**src/rtl/rx_frame_status_pkg.sv**
```systemverilog
package rx_frame_status_pkg;

  localparam logic [31:0] CRC_POLY    = 32'hEDB88320;
  localparam logic [31:0] CRC_INIT    = 32'hFFFFFFFF;
  localparam logic [31:0] CRC_RESIDUE = 32'hDEBB20E3;

  typedef struct packed {
    logic frameStart;
    logic nibbleEn;
    logic frameEnd;
  } strb_t;

  typedef struct packed {
    logic longF;
    logic shortF;
    logic crcErr;
    logic nonOctet;
    logic trunc;
    logic overrun;
  } flags_t;

  function automatic logic [31:0] crcNib(input logic [31:0] c, input logic [3:0] n);
    logic [31:0] r;
    r = c ^ {28'd0, n};
    for (int b = 0; b < 4; b++) begin
      r = r[0] ? ((r >> 1) ^ CRC_POLY) : (r >> 1);
    end
    return r;
  endfunction

endpackage

```
**src/rtl/rx_frame_status_ctrl.sv**
```systemverilog
module rx_frame_status_ctrl
  import rx_frame_status_pkg::*;
(
  input  logic  clk,
  input  logic  rstN,
  input  logic  rxValid,
  output strb_t strb,
  output logic  done
);

  typedef enum logic {IDLE, RECV} state_t;
  state_t state;

  always_comb begin
    strb.frameStart = rxValid && (state == IDLE);
    strb.nibbleEn   = rxValid;
    strb.frameEnd   = !rxValid && (state == RECV);
  end

  always_ff @(posedge clk or negedge rstN) begin
    if (!rstN) begin
      state <= IDLE;
      done  <= 1'b0;
    end else begin
      state <= rxValid ? RECV : IDLE;
      done  <= strb.frameEnd;
    end
  end

endmodule

```
**src/rtl/rx_frame_status_dp.sv**
```systemverilog
module rx_frame_status_dp
  import rx_frame_status_pkg::*;
#(
  parameter int TRUNC_LEN   = 2048,
  parameter int MIN_LEN     = 64,
  parameter int MAXLEN_W    = 11,
  parameter int MAX_LEN_RST = 1518,
  parameter int LEN_W       = $clog2(TRUNC_LEN + 1)
)(
  input  logic                clk,
  input  logic                rstN,
  input  strb_t               strb,
  input  logic [3:0]          rxNibble,
  input  logic                fifoOverrun,
  input  logic                maxLenWe,
  input  logic [MAXLEN_W-1:0] maxLenIn,
  output logic [LEN_W-1:0]    statLen,
  output flags_t              statFlags,
  output logic                babble
);

  localparam int NIB_W = LEN_W + 1;
  localparam logic [NIB_W-1:0] NIB_CAP = NIB_W'(2 * TRUNC_LEN);

  logic [NIB_W-1:0]    nibCnt;
  logic [LEN_W-1:0]    byteCnt;
  logic [31:0]         crcRun, crcByte, crcNext;
  logic                ovrQ;
  logic                capped;
  logic [MAXLEN_W-1:0] maxLenQ;
  logic [LEN_W-1:0]    maxLenX;
  flags_t              endFlags;

  always_comb begin
    byteCnt = nibCnt[NIB_W-1:1];
    capped  = (nibCnt == NIB_CAP);
    crcNext = crcNib(crcRun, rxNibble);
    maxLenX = LEN_W'(maxLenQ);
  end

  // end-of-frame verdict, overrun masks the integrity flags
  always_comb begin
    endFlags.trunc    = capped;
    endFlags.overrun  = ovrQ;
    endFlags.crcErr   = (crcByte != CRC_RESIDUE) && !ovrQ;
    endFlags.nonOctet = nibCnt[0] && (crcByte != CRC_RESIDUE) && !ovrQ;
    endFlags.shortF   = (byteCnt < LEN_W'(MIN_LEN)) && !ovrQ;
    endFlags.longF    = (byteCnt > maxLenX) && !ovrQ;
  end

  always_ff @(posedge clk or negedge rstN) begin
    if (!rstN) begin
      nibCnt    <= '0;
      crcRun    <= CRC_INIT;
      crcByte   <= CRC_INIT;
      ovrQ      <= 1'b0;
      maxLenQ   <= MAXLEN_W'(MAX_LEN_RST);
      babble    <= 1'b0;
      statLen   <= '0;
      statFlags <= '0;
    end else begin
      babble <= 1'b0;
      if (maxLenWe) maxLenQ <= maxLenIn;
      if (strb.frameStart) begin
        nibCnt  <= NIB_W'(1);
        crcRun  <= crcNib(CRC_INIT, rxNibble);
        crcByte <= CRC_INIT;
        ovrQ    <= fifoOverrun;
      end else if (strb.nibbleEn) begin
        ovrQ <= ovrQ | fifoOverrun;
        if (!capped) begin
          nibCnt <= nibCnt + NIB_W'(1);
          crcRun <= crcNext;
          if (nibCnt[0]) begin
            crcByte <= crcNext;
            if (byteCnt == maxLenX) babble <= 1'b1;
          end
        end
      end
      if (strb.frameEnd) begin
        statLen   <= byteCnt;
        statFlags <= endFlags;
      end
    end
  end

endmodule

```
**src/rtl/rx_frame_status.sv**
```systemverilog
module rx_frame_status
  import rx_frame_status_pkg::*;
#(
  parameter int TRUNC_LEN   = 2048,
  parameter int MIN_LEN     = 64,
  parameter int MAXLEN_W    = 11,
  parameter int MAX_LEN_RST = 1518,
  localparam int LEN_W      = $clog2(TRUNC_LEN + 1)
)(
  input  logic                clk,
  input  logic                rstN,
  input  logic                rxValid,
  input  logic [3:0]          rxNibble,
  input  logic                fifoOverrun,
  input  logic                maxLenWe,
  input  logic [MAXLEN_W-1:0] maxLenIn,
  output logic                statDone,
  output logic [LEN_W-1:0]    statLen,
  output logic                statLong,
  output logic                statShort,
  output logic                statCrcErr,
  output logic                statNonOctet,
  output logic                statTrunc,
  output logic                statOverrun,
  output logic                babble
);

  strb_t  strb;
  flags_t flags;

  rx_frame_status_ctrl u_ctrl (
    .clk     (clk),
    .rstN    (rstN),
    .rxValid (rxValid),
    .strb    (strb),
    .done    (statDone)
  );

  rx_frame_status_dp #(
    .TRUNC_LEN   (TRUNC_LEN),
    .MIN_LEN     (MIN_LEN),
    .MAXLEN_W    (MAXLEN_W),
    .MAX_LEN_RST (MAX_LEN_RST),
    .LEN_W       (LEN_W)
  ) u_dp (
    .clk         (clk),
    .rstN        (rstN),
    .strb        (strb),
    .rxNibble    (rxNibble),
    .fifoOverrun (fifoOverrun),
    .maxLenWe    (maxLenWe),
    .maxLenIn    (maxLenIn),
    .statLen     (statLen),
    .statFlags   (flags),
    .babble      (babble)
  );

  assign statLong     = flags.longF;
  assign statShort    = flags.shortF;
  assign statCrcErr   = flags.crcErr;
  assign statNonOctet = flags.nonOctet;
  assign statTrunc    = flags.trunc;
  assign statOverrun  = flags.overrun;

endmodule

```
**config.mk**
```make
export PLATFORM = sky130hd
export DESIGN_NAME = rx_frame_status
export DESIGN_NICKNAME = d
export VERILOG_FILES = /design/src/rtl/rx_frame_status_pkg.sv /design/src/rtl/rx_frame_status_ctrl.sv /design/src/rtl/rx_frame_status_dp.sv /design/src/rtl/rx_frame_status.sv
export SDC_FILE = /design/constraint.sdc
export NUM_CORES = 1
export LEC_CHECK = 0
export BUFFER_PORTS_ARGS = -buffer_cell sky130_fd_sc_hd__buf_2
export CAP_MARGIN = 20
export CORE_ASPECT_RATIO = 2
export CORE_MARGIN = 3
export CORE_UTILIZATION = 50
export DETAILED_ROUTE_END_ITERATION = 16
export GPL_TIMING_DRIVEN = 0
export PLACE_DENSITY = 0.71
export SLEW_MARGIN = 5
export SYNTH_ARGS = -nofsm -noshare
export SYNTH_HDL_FRONTEND = slang
export SYNTH_SLANG_ARGS = --single-unit
```
**constraint.sdc**
```tcl
create_clock -name clk -period 2.15 [get_ports clk]
set_input_delay 0.43 -clock clk [delete_from_list [all_inputs] [get_ports clk]]
set_output_delay 0.43 -clock clk [all_outputs]
set_load 0.005 [all_outputs]
```
==> metrics.txt <==
Max VDD drop 658 uV; nets 661; number of fill cells between 900 and 1000; Final setup viols 0; clk_skew 0.00742 ns; critical-path cell list xor2_2, xnor3_2, xnor2_1, nand2_1, a31oi_1; crit path launch u_dp.crcRun[0]; Async SR Flop Fraction 1.00; Vias 4426; die height 156 um; first-pass GRT wire length approximately 23 mm; row cnt between 50 and 60; cell taking the most area after synthesis dfstp_2; worst-path fanout max 4; DR vias/cell roughly 5.7; Seq cells post-synth 110; register area share after synthesis 0.506; Fin. Hold Viols 0; Fmax 478 MHz; Post-synth EDFFs 0; Syn Std Cell Area approximately 5600 sq um; CP required 2.43 ns; routability cong. 0.947; Clock Latency Late Sink between 0.3 and 0.4 ns; Synth cell types 57; Avg Inst Size Synth 9.78 sq um; Final period util 0.973; Final ANT Viol Nets 0; Max Cap Viol 0; CP Capture Type flip-flop; top cells by area, synth dfstp_2, dfrtp_1, nand2_1; Power Dens Cells ~1200 nW/um^2; Top Ports 40; Highest Signal Layer met4; kind of critical path reg2reg; Post-Synthesis Cells ~570; initial DRC count 314; hold_buf cts 0; clock sinks 110; WP buf/inv 0; Tmin final 2.09 ns; share of cells above drive strength 1 0.267; Congestion Overflow GR 0; Slowest-stage cell, CP dfstp_2; DRT Pass-1 Iters 4; Place WS -0.214 ns; vias in the first global route 4704; HP Class in2async; top-area cell type share of the netlist area 0.337; M1 wire length 5.05 mm; delay-heaviest family, CP XOR/XNOR gates; Worst R2R Start u_dp.crcRun[0]; Critical Path Source Type flip-flop; ant diodes 0; initial core utilization 0.513; placed inst area 6000 sq um; CTS Buf Count 9; Top FF cell, synth dfstp_2; CTS Buffer Depth 2; Synth Warn # 0; H-tree depth 3; P&R area growth vs syn 14.8%; pin count of the biggest net entering global routing 62; Core Footprint ~11000 sq um; DRC 0; clock root buffer clkbuf_16; setup TNS 0 ns; die area 12600 sq um; Static Leak 2.90 nW; CTS tree built; most frequent cell after synthesis nand2_1; routed wl met2 a little over 8 mm; initial antenna violation count 0; Post-Place Cells 751; Arrival @ worst endpoint 2.37 ns; synth cell count leaders nand2_1, dfstp_2, dfrtp_1; Clk pin slew, worst setup/hold paths 0.07 ns; Final Non-Filler Cells 773; status finished, final reports clean; slew of the pin with the lowest slew margin 0.752 ns; DR WL/cell a little under 20 um; metal3 WL 443 um; syn nets 607; relative slew slack 0.494; chip width 80.9 um; All-Layer GR Usage 0.251; hpwl dp 11.5 mm; fin worst setup slack 0.0576 ns; Post-Route WL 15.0 mm; Pins Over Slew Limit 0; Worst Hold Slack 0.105 ns; post-route cell area approximately 6400 sq um; CP max stage delay 0.61 ns; IO buf count 36
-- worst reg2reg max path, cell delays in order, from the launching register on --
cell	delay [ns]
dfstp_2	0.61
xor2_2	0.28
xnor3_2	0.53
xnor2_1	0.30
nand2_1	0.11
a31oi_1	0.19
-- cell type report --
type	count	area (sq um)	area share
flip-flops and latches	110	2840	0.441
clock buffers	10	229	0.0355
plain buffers	28	151	0.0235
inverters	22	82.6	0.0128
multi-input cells	412	2590	0.403
repair buffers	45	270	0.0419
well taps	140	175	0.0272
clock inverters	6	95.1	0.0148
-- metrics by stage --
step	total power, mW	util
6_report	7.56	0.589
3_5_place_dp	5.71	0.548
2_1_floorplan	4.99	-
5_1_grt	7.97	0.589
4_1_cts	7.54	0.582
3_3_place_gp	5.63	0.545
-- state kept, by name, indices dropped and copies added, names as in the netlist, 6 cells and up --
signal          count
u_dp.crcByte       32
u_dp.crcRun        32
u_dp.maxLenQ       11
u_dp.nibCnt        13
u_dp.statFlags      6
u_dp.statLen       12
-- what timing repair did --
| item | 4_1_cts | 5_1_grt |
|---|---|---|
| pin swaps | 1 | 3 |
| cloned | 0 | 0 |
| resized for setup | 6 | 15 |
| endpoints found under the setup margin | 42 | 58 |
| setup buffers | 3 | 5 |
-- final timing paths --
kind                       depth (start not counted)  slack, ns               end
setup reg to reg                                   5       0.06   u_dp.crcRun[21]
hold / removal                                     1       0.10   u_dp.nibCnt[12]
hold reg to reg                                    2       0.47  u_dp.statLen[11]
min in group clk                                   1       0.29      u_ctrl.state
setup / recovery                                   5       0.06   u_dp.crcRun[21]
max in group asynchronous                          2       1.30   u_dp.crcByte[1]
-- kinds of logic after synthesis --
| family | share of synthesized area |
|---|---|
| and+or+nand+nor | 0.175 |
| AOI/OAI and AO/OA | 0.131 |
| DFF | 0.506 |
| xor gates and xnor gates | 0.112 |
| buffers and inverters | 0.0394 |
| adders and majority gates | 0.0290 |
| muxes | 0.00735 |
-- power breakdown --
group          total [mW]  switching (mW)  internal [mW]
logic                2.35            1.31           1.04
registers            3.40           0.474           2.93
clock network        1.81           0.781           1.03
-- placed cells by master, fill, tap and decap left out, drive strengths merged, types with 3 or more instances in the layout --
cell type    n
a21oi       16
a22o         6
a31oi       22
and3         3
buf         55
clkbuf      28
dfrtp       38
dfstp       72
ha          13
inv         22
mux2i        3
nand2      137
nand3       17
nand4        6
nand4b       4
nor2        33
nor3         6
nor4         5
o211ai      11
o21ai       34
o22a         4
o22ai        4
o31ai        3
xnor2       32
xnor3        3
xor2        23
-- layer usage --
metal,vias up,global-route usage
li1,2078,-
met1,2159,0.235
met2,124,0.452
met3,65,0.0428
met4,0,0.213
met5,-,0
No activity file was read; power rests on OpenSTA's default activity.
